--- src/rtl/hit_clusterer.sv ---
module hit_clusterer #(
  parameter int NCH = 4,
  parameter int SW = 10,
  parameter int TW = 16,
  parameter int DEPTH = 4,
  parameter int DCW = 8,
  localparam int CW = (NCH > 1) ? $clog2(NCH) : 1,
  localparam int QW = SW + 3,
  localparam int RW = CW + TW + 4 + 3 * QW,
  localparam int AW = (DEPTH > 1) ? $clog2(DEPTH) : 1
) (
  input  logic              clk,
  input  logic              rst_n,
  input  logic [NCH*SW-1:0] samples,
  input  logic [TW-1:0]     time_in,
  input  logic [SW-1:0]     threshold,
  input  logic [SW-1:0]     baseline,
  input  logic [3:0]        sum_len,
  output logic              rec_valid,
  input  logic              rec_ready,
  output logic [RW-1:0]     rec_data,
  output logic [DCW-1:0]    drop_count
);

  logic [NCH-1:0]    hit, cent;
  logic [NCH*QW-1:0] qv, qlv, qrv;
  logic [NCH*TW-1:0] tv;
  logic [NCH*4-1:0]  fv;
  logic [TW-1:0]     t0;
  logic [3:0]        len;
  logic [CW-1:0]     sel;
  logic [RW-1:0]     rec;
  logic [RW-1:0]     mem [DEPTH];
  logic [AW-1:0]     wp, rp;
  logic [AW:0]       cnt;
  logic              full, push, pop, lost;

  assign len = (sum_len < 4'd2) ? 4'd2 : (sum_len > 4'd8) ? 4'd8 : sum_len;

  for (genvar c = 0; c < NCH; c++) begin : g_ch
    logic [SW-1:0]   h [9];
    logic            armed, found;
    logic [SW-1:0]   raw, v, pk, half, lo, hi;
    logic [3:0]      jsel;
    logic [QW-1:0]   qsum, ql, qr;
    logic [SW+3:0]   quo;

    assign raw  = samples[c*SW +: SW];
    assign v    = (raw > baseline) ? raw - baseline : '0;
    assign pk   = h[1];
    assign half = pk >> 1;
    assign hit[c] = armed && (pk >= threshold) && (pk >= h[2]) && (pk > h[0]);

    always_ff @(posedge clk or negedge rst_n) begin
      if (!rst_n) begin
        for (int k = 0; k < 9; k++) h[k] <= '0;
        armed <= 1'b1;
      end else begin
        h[0] <= v;
        for (int k = 1; k < 9; k++) h[k] <= h[k-1];
        if (hit[c]) armed <= 1'b0;
        else if (pk < threshold) armed <= 1'b1;
      end
    end

    always_comb begin
      qsum = '0;
      for (int k = 0; k < 8; k++)
        if (4'(k) < len) qsum = qsum + QW'(h[k]);
      found = 1'b0;
      lo = '0;
      hi = '0;
      jsel = 4'd7;
      for (int j = 7; j >= 1; j--)
        if (h[j+1] < half) begin
          found = 1'b1;
          lo = h[j+1];
          hi = h[j];
          jsel = 4'(j);
        end
    end

    assign quo = found ? (((SW+4)'(half - lo)) << 4) / (SW+4)'(hi - lo) : '0;
    assign fv[c*4 +: 4]   = (quo > (SW+4)'(15)) ? 4'd15 : quo[3:0];
    assign tv[c*TW +: TW] = t0 - TW'(jsel) - TW'(1);
    assign qv[c*QW +: QW] = qsum;

    if (c == 0) begin : g_lo
      assign ql = '0;
    end else begin : g_lo
      assign ql = qv[(c-1)*QW +: QW];
    end
    if (c == NCH - 1) begin : g_hi
      assign qr = '0;
    end else begin : g_hi
      assign qr = qv[(c+1)*QW +: QW];
    end

    assign qlv[c*QW +: QW] = ql;
    assign qrv[c*QW +: QW] = qr;
    assign cent[c] = hit[c] && (qsum > ql) && (qsum >= qr);

    assert_no_rehit_R3: assert property (@(posedge clk) disable iff (!rst_n)
      hit[c] |=> !hit[c]);
  end

  always_comb begin
    sel = '0;
    for (int c = NCH - 1; c >= 0; c--)
      if (cent[c]) sel = CW'(c);
  end

  assign rec = {sel, tv[sel*TW +: TW], fv[sel*4 +: 4],
                qlv[sel*QW +: QW], qv[sel*QW +: QW], qrv[sel*QW +: QW]};

  assign full      = (cnt == (AW+1)'(DEPTH));
  assign push      = (|cent) && !full;
  assign lost      = ($countones(cent) > 1) || ((|cent) && full);
  assign rec_valid = (cnt != '0);
  assign pop       = rec_valid && rec_ready;
  assign rec_data  = mem[rp];

  always_ff @(posedge clk)
    if (push) mem[wp] <= rec;

  always_ff @(posedge clk or negedge rst_n) begin
    if (!rst_n) begin
      wp <= '0;
      rp <= '0;
      cnt <= '0;
      t0 <= '0;
      drop_count <= '0;
    end else begin
      t0 <= time_in;
      if (push) wp <= (wp == AW'(DEPTH - 1)) ? '0 : wp + 1'b1;
      if (pop)  rp <= (rp == AW'(DEPTH - 1)) ? '0 : rp + 1'b1;
      cnt <= cnt + (AW+1)'(push) - (AW+1)'(pop);
      if (lost && (drop_count != '1)) drop_count <= drop_count + 1'b1;
    end
  end

  assert_hold_R10: assert property (@(posedge clk) disable iff (!rst_n)
    rec_valid && !rec_ready |=> rec_valid && $stable(rec_data));

  assert_drop_monotone_R10: assert property (@(posedge clk) disable iff (!rst_n)
    1'b1 |=> drop_count >= $past(drop_count));

  assert_loss_counted_R7: assert property (@(posedge clk) disable iff (!rst_n)
    lost && (drop_count != '1) |=> drop_count == $past(drop_count) + 1'b1);

  assert_push_visible_R9: assert property (@(posedge clk) disable iff (!rst_n)
    push |=> rec_valid);

endmodule

--- config.mk ---
export PLATFORM = sky130hd
export DESIGN_NAME = hit_clusterer
export DESIGN_NICKNAME = d
export VERILOG_FILES = /design/src/rtl/hit_clusterer.sv
export SDC_FILE = /design/constraint.sdc
export NUM_CORES = 2
export LEC_CHECK = 0
export ABC_AREA = 0
export BUFFER_PORTS_ARGS = -buffer_cell sky130_fd_sc_hd__buf_2
export CORE_AREA = 2 2 439 441
export CTS_CLUSTER_DIAMETER = 60
export DETAILED_ROUTE_END_ITERATION = 8
export DIE_AREA = 0 0 441 443
export GPL_ROUTABILITY_DRIVEN = 0
export SYNTH_ARGS = -nofsm -noshare
export SYNTH_HDL_FRONTEND = slang
export SYNTH_SLANG_ARGS = --single-unit
--- constraint.sdc ---
create_clock -name clk -period 41.5 [get_ports clk]
set_input_delay 4.15 -clock clk [delete_from_list [all_inputs] [get_ports clk]]
set_output_delay 4.15 -clock clk [all_outputs]
set_load 0.01 [all_outputs]
Word-level counts from Yosys, hierarchy flattened
Memories as Yosys holds them, arrays and structs flattened.
Cells that the tools add are included.
Cells by class
  div/mod/pow operators: 4
  muxes and demuxes: 170
  $lt $le $gt $ge: 71
  equal/unequal tests: 4
  shift-type cells: 5
  $mul: 1
  add/sub/neg operators: 56
  reductions and logical operators: 32
Operators by type and width (number)
  two-way mux 10 bit: 64
  adder 13 x 10 -> 13 bit: 28
  two-way mux 13 bit: 28
  < comparator 10 x 9 -> 1 bit: 28
  variable part select 52 x 7 -> 13 bit: 3
  two-way mux 4 bit: 26
  greater-or-equal comparator 10 bit: 8
  greater-than comparator 10 bit: 8
  variable part select 64 x 7 -> 16 bit: 1
  subtractor 16 x 1 -> 16 bit, second input constant: 4
  subtractor 16 x 4 -> 16 bit: 4
  divider 14 x 14 -> 14 bit: 4
  greater-than comparator 14 x 4 -> 1 bit, second input constant: 4
  two-way mux 14 bit: 4
  subtractor 10 x 10 -> 11 bit: 4
  two-way mux 1 bit: 42
  < comparator 10 bit: 4
  subtractor 10 bit: 4
  subtractor 9 x 10 -> 10 bit: 4
  greater-or-equal comparator 13 bit: 3
  greater-than comparator 13 bit: 3
  logical AND 1 bit: 24
  < comparator 3 x 4 -> 1 bit, first input constant: 4
  variable part select 16 x 5 -> 4 bit: 1
  23 further kinds: 36
Storage, ports and cells
  RAM bits: 244
  memories kept: 1
  output and inout port bits: 70
  register bits: 395
  input port bits: 83
Memory list
  mem: depth 4, bits a word 61, read ports 1, clocked after Yosys merged registers in 0, write ports 1, RTL line 33  | logic [RW-1:0] mem [DEPTH];

Depth between registers and ports, before layout
  depth in word-level cells: 28
  mapped depth: 165
  depth with buffers taken out: 158

Least setup slack after synthesis
Ideal clock, no wire load.
  path kind: register -> register
  start: register g_ch[0].h, in the netlist g_ch[0].pk[2]
  end: memory mem[0][39] (netlist bit) (data pin)
  slack: 11193 ps
  data arrival time: 30023 ps
  cell stages (with the launch flop): 154
  cells stage by stage: dfrtp_1 -> inv_1 -> ha_1 -> a21o_1 -> a21o_1 -> a21o_1 -> a21o_1 -> a21oi_1 -> o21a_1 -> clkbuf_1 -> buf_1 -> a211oi_1 -> o311ai_0 -> o21ai_0 -> o211ai_1 -> o21a_1 -> ha_1 -> inv_1 -> [118 not listed] -> a21oi_1 -> o21ai_0 -> nand2b_1 -> a21oi_1 -> o22ai_1 -> nor3_1 -> o21a_1 -> clkbuf_1 -> clkbuf_1 -> a21o_1 -> ha_1 -> a21o_1 -> a21o_1 -> a21oi_1 -> nor2_1 -> or3_1 -> o211ai_1 -> a32oi_1
On the way
  longest elaborated chain between the ends: 20
RTL lines
  from (decl): RTL line 41  | logic [SW-1:0] h [9];
  parallel branches: the longest is 19 deep, another holds divider 14 x 14 -> 14 bit
  variable part select 16 x 5 -> 4 bit *: RTL line 113  | assign rec = {sel, tv[sel*TW +: TW], fv[sel*4 +: 4],
  via rec[39]: RTL line 32  | logic [RW-1:0] rec;
  to (decl): RTL line 33
Mark *: on every way through the listed nets, which the timed path passes.

Final worst setup path
  start: register g_ch[1].h, in the netlist g_ch[1].pk[2]
  end: memory mem[1][39] (netlist bit) (data pin)
On the way
  longest elaborated chain between the ends: 21
RTL lines (RTL line)
  from (decl): 41
  parallel branches: the longest is 20 deep, another holds divider 14 x 14 -> 14 bit
  variable part select 16 x 5 -> 4 bit *: 113
  via rec[39]: 32
Marked as above.

==> flow_summary.toml <==
[global_routing]
grt.total_usage_pct = 23.5
grt.overflow.total = 0
grt_antenna_before_repair = 6
grt_pass1_vias = 64500
grt_pass1_wl_um = 365000
grt_max_degree = 97

[logic_synthesis]
synth_area_per_cell_sq_um = 8.63
synth_top_area_cell = "ha_1"
synthMuxAreaShare_pct = 5.72
synth-async-reset-ratio_pct = 61.8
synth_xor_xnor_area_share_pct = 5.34
synth-seq-cells = 639
synth_compound_area_share_pct = 24.4
ys.flop_type = "dfrtp_1"
synth_top_area_share_pct = 20.7
synth.distinct_cells = 110
ys_warn_count = 0
syn_inst = 8565
synth_edf_count = 244
synth_top_family_by_area = "compound AO/OA/AOI/OAI gates"
syn_area_sq_um = 73900
yosysSeqAreaShare_pct = 23.3
yosys.area_share.adder_pct = 22.1
synthSimpleGateAreaFrac_pct = 14.9
synthTopCellsByArea = "ha_1, dfrtp_1, edfxtp_1"

[final_layout]
nets = 9984
final_cell_mix = "ha_1, nor2_1, a21oi_1"
drive_above_1_share_pct = 8.80
syn2layout_area_growth_pct = 9.24
layout_commonest_cell = "ha_1"

[drt]
wirelength_um = 235000
drc = 0
drtAntennaViolNets = 0
num_vias = 65700
drtPass1Iterations = 6
wl_per_cell_um = 20.9
drtIter0Drc = 4807
vias_per_cell = 5.85

[die]
die_w_um = 441
fp.dieH_um = 443
placementRows = 161
core_sq_um = 191000
top_level_ports = 153
initial_utilization_pct = 38.7
dieArea_sq_um = 195000

[clocking]
hold_buffers = 0
cts_buffer_depth = 3
cts-root-buf = "clkbuf_16"
cts_made_buffers = 90
cts_tree = "done"
insertion_delay_ns = 0.72
cts_setup_buffers = 0
clk_pin_slew_ns = 0.06
clock-sinks = 639
ctsResizeCount = 0
htreeDepth = 3

[critical_path]
cp_slowest_cell = "nor3_1"
required_ns = 41.90
critPathMostFrequentCell = "o21a_1"
crit_type = "reg2reg"
cp_max_fo = 20
cp.arrival_ns = 36.58
start_kind = "flop"
crit_path_max_incr_delay_ns = 0.98
end_kind = "flop"

[timing]
grt_setup_unrepaired = "false"
worst_pin_slew_ns = 1.43
slew_violations = 0
fin_skew_ns = 0.0335
fmax_ghz = 0.0276
finalHoldViolCount = 0
setup_viol = 0
setup_slack_ns = 5.32
period_share_pct = 87.2
max_slew_margin_pct = 3.51
fin_crit_ns = 36.18
whs_ns = 0.405
setup-tns-final_ns = 0

[placed_design]
place_ws_ns = 6.04
portBuffers = 152
dp.final_hpwl_um = 184000

[flow_run]
max_cap_violations = 0

[worst_hold_path]
hold_class = "reg2reg"

[status]
status = "complete, no violations"
metal layers:
| metal | global-route usage (%) | routed length, um |
|---|---|---|
| met2 | 39.9 | 112000 |
| met1 | 29.9 | 100000 |
| met5 | 0 | 55 |
| met4 | 9.88 | 10400 |
| met3 | 2.62 | 11800 |
cells in the mapped netlist (all sizes together), types with 50 or more instances:
master and count:
ha 1224, nor2 675, a21oi 660, o21ai 585, nand2 578, inv 544, dfrtp 391, a21o 354
o21a 299, xnor2 289, nor3 265, edfxtp 244, clkbuf 242, mux2 162, xor2 160, nand2b 137
nor2b 122, nand3 117, mux2i 103, a211oi 90, or3 74, o21bai 73, a31oi 72, nand4 71
mux4 61, o211ai 60, or2 59, o31ai 58, and3 50, fa 50
flip-flops by register name (all words and copies together), names as in the netlist:
| register | count |
|---|---|
| cnt | 3 |
| mem | 244 |
| drop_count | 8 |
| rp | 2 |
| g_ch.pk | 40 |
| g_ch.h | 320 |
| g_ch.armed | 4 |
| t0 | 16 |
| wp | 2 |
worst max-delay path: cells and delay by family, from the launching register on:
kind / cells / cell delay (ns)
AO/OA/AOI/OAI: 86 / 19.66
AND/OR/NAND/NOR: 30 / 7.67
flip-flops: 1 / 0.60
buffers and inverters: 5 / 1.15
adder cells (fa/ha/maj): 15 / 4.63
multiplexers: 5 / 2.09
metrics by stage:
stage	instances	util, %	area [sq um]
2_1_floorplan	8568	-	73900
3_3_place_gp	11100	40.6	77700
3_5_place_dp	11100	40.6	77700
4_1_cts	11200	42.2	80700
5_1_grt	11200	42.2	80700
6_report	11200	42.2	80700
cell type report:
class                           count  area [sq um]
Antenna cell                        3          7.51
Clock buffer                      114          2400
Clock inverter                     53           642
Fill cell                       18700        110000
Inverter                          545          2050
Multi-Input combinational cell   7101         53700
Sequential cell                   639         17200
Tap cell                         2526          3160
Timing Repair Buffer              250          1510
cells by family after synthesis:
group,after synthesis
AOI/OAI and AO/OA,2744
xor gates and xnor gates,449
adders and majority gates,1274
buffers and inverters,828
DFF,639
muxes,326
other,1
and+or+nand+nor,2304
worst paths after layout:
path,startpoint,to,slack [ns],depth (start not counted)
min in group asynchronous,rst_n,g_ch[0].h[2]$_DFF_PN0_,3.51,1
max in group asynchronous,rst_n,g_ch[1].h[82]$_DFF_PN0_,35.98,3
hold / removal,g_ch[2].h[84]$_DFF_PN0_,g_ch[2].pk[4]$_DFF_PN0_,0.41,0
setup reg to reg,g_ch[1].pk[2]$_DFF_PN0_,mem[1][39]$_DFFE_PP_,5.32,141
hold reg to reg,g_ch[2].h[84]$_DFF_PN0_,g_ch[2].pk[4]$_DFF_PN0_,0.41,0
setup / recovery,g_ch[1].pk[2]$_DFF_PN0_,mem[1][39]$_DFFE_PP_,5.32,141
Power is left out: the tool's default activity adds up to more than one toggle a clock period on the data nets, which glitch-free logic cannot reach.
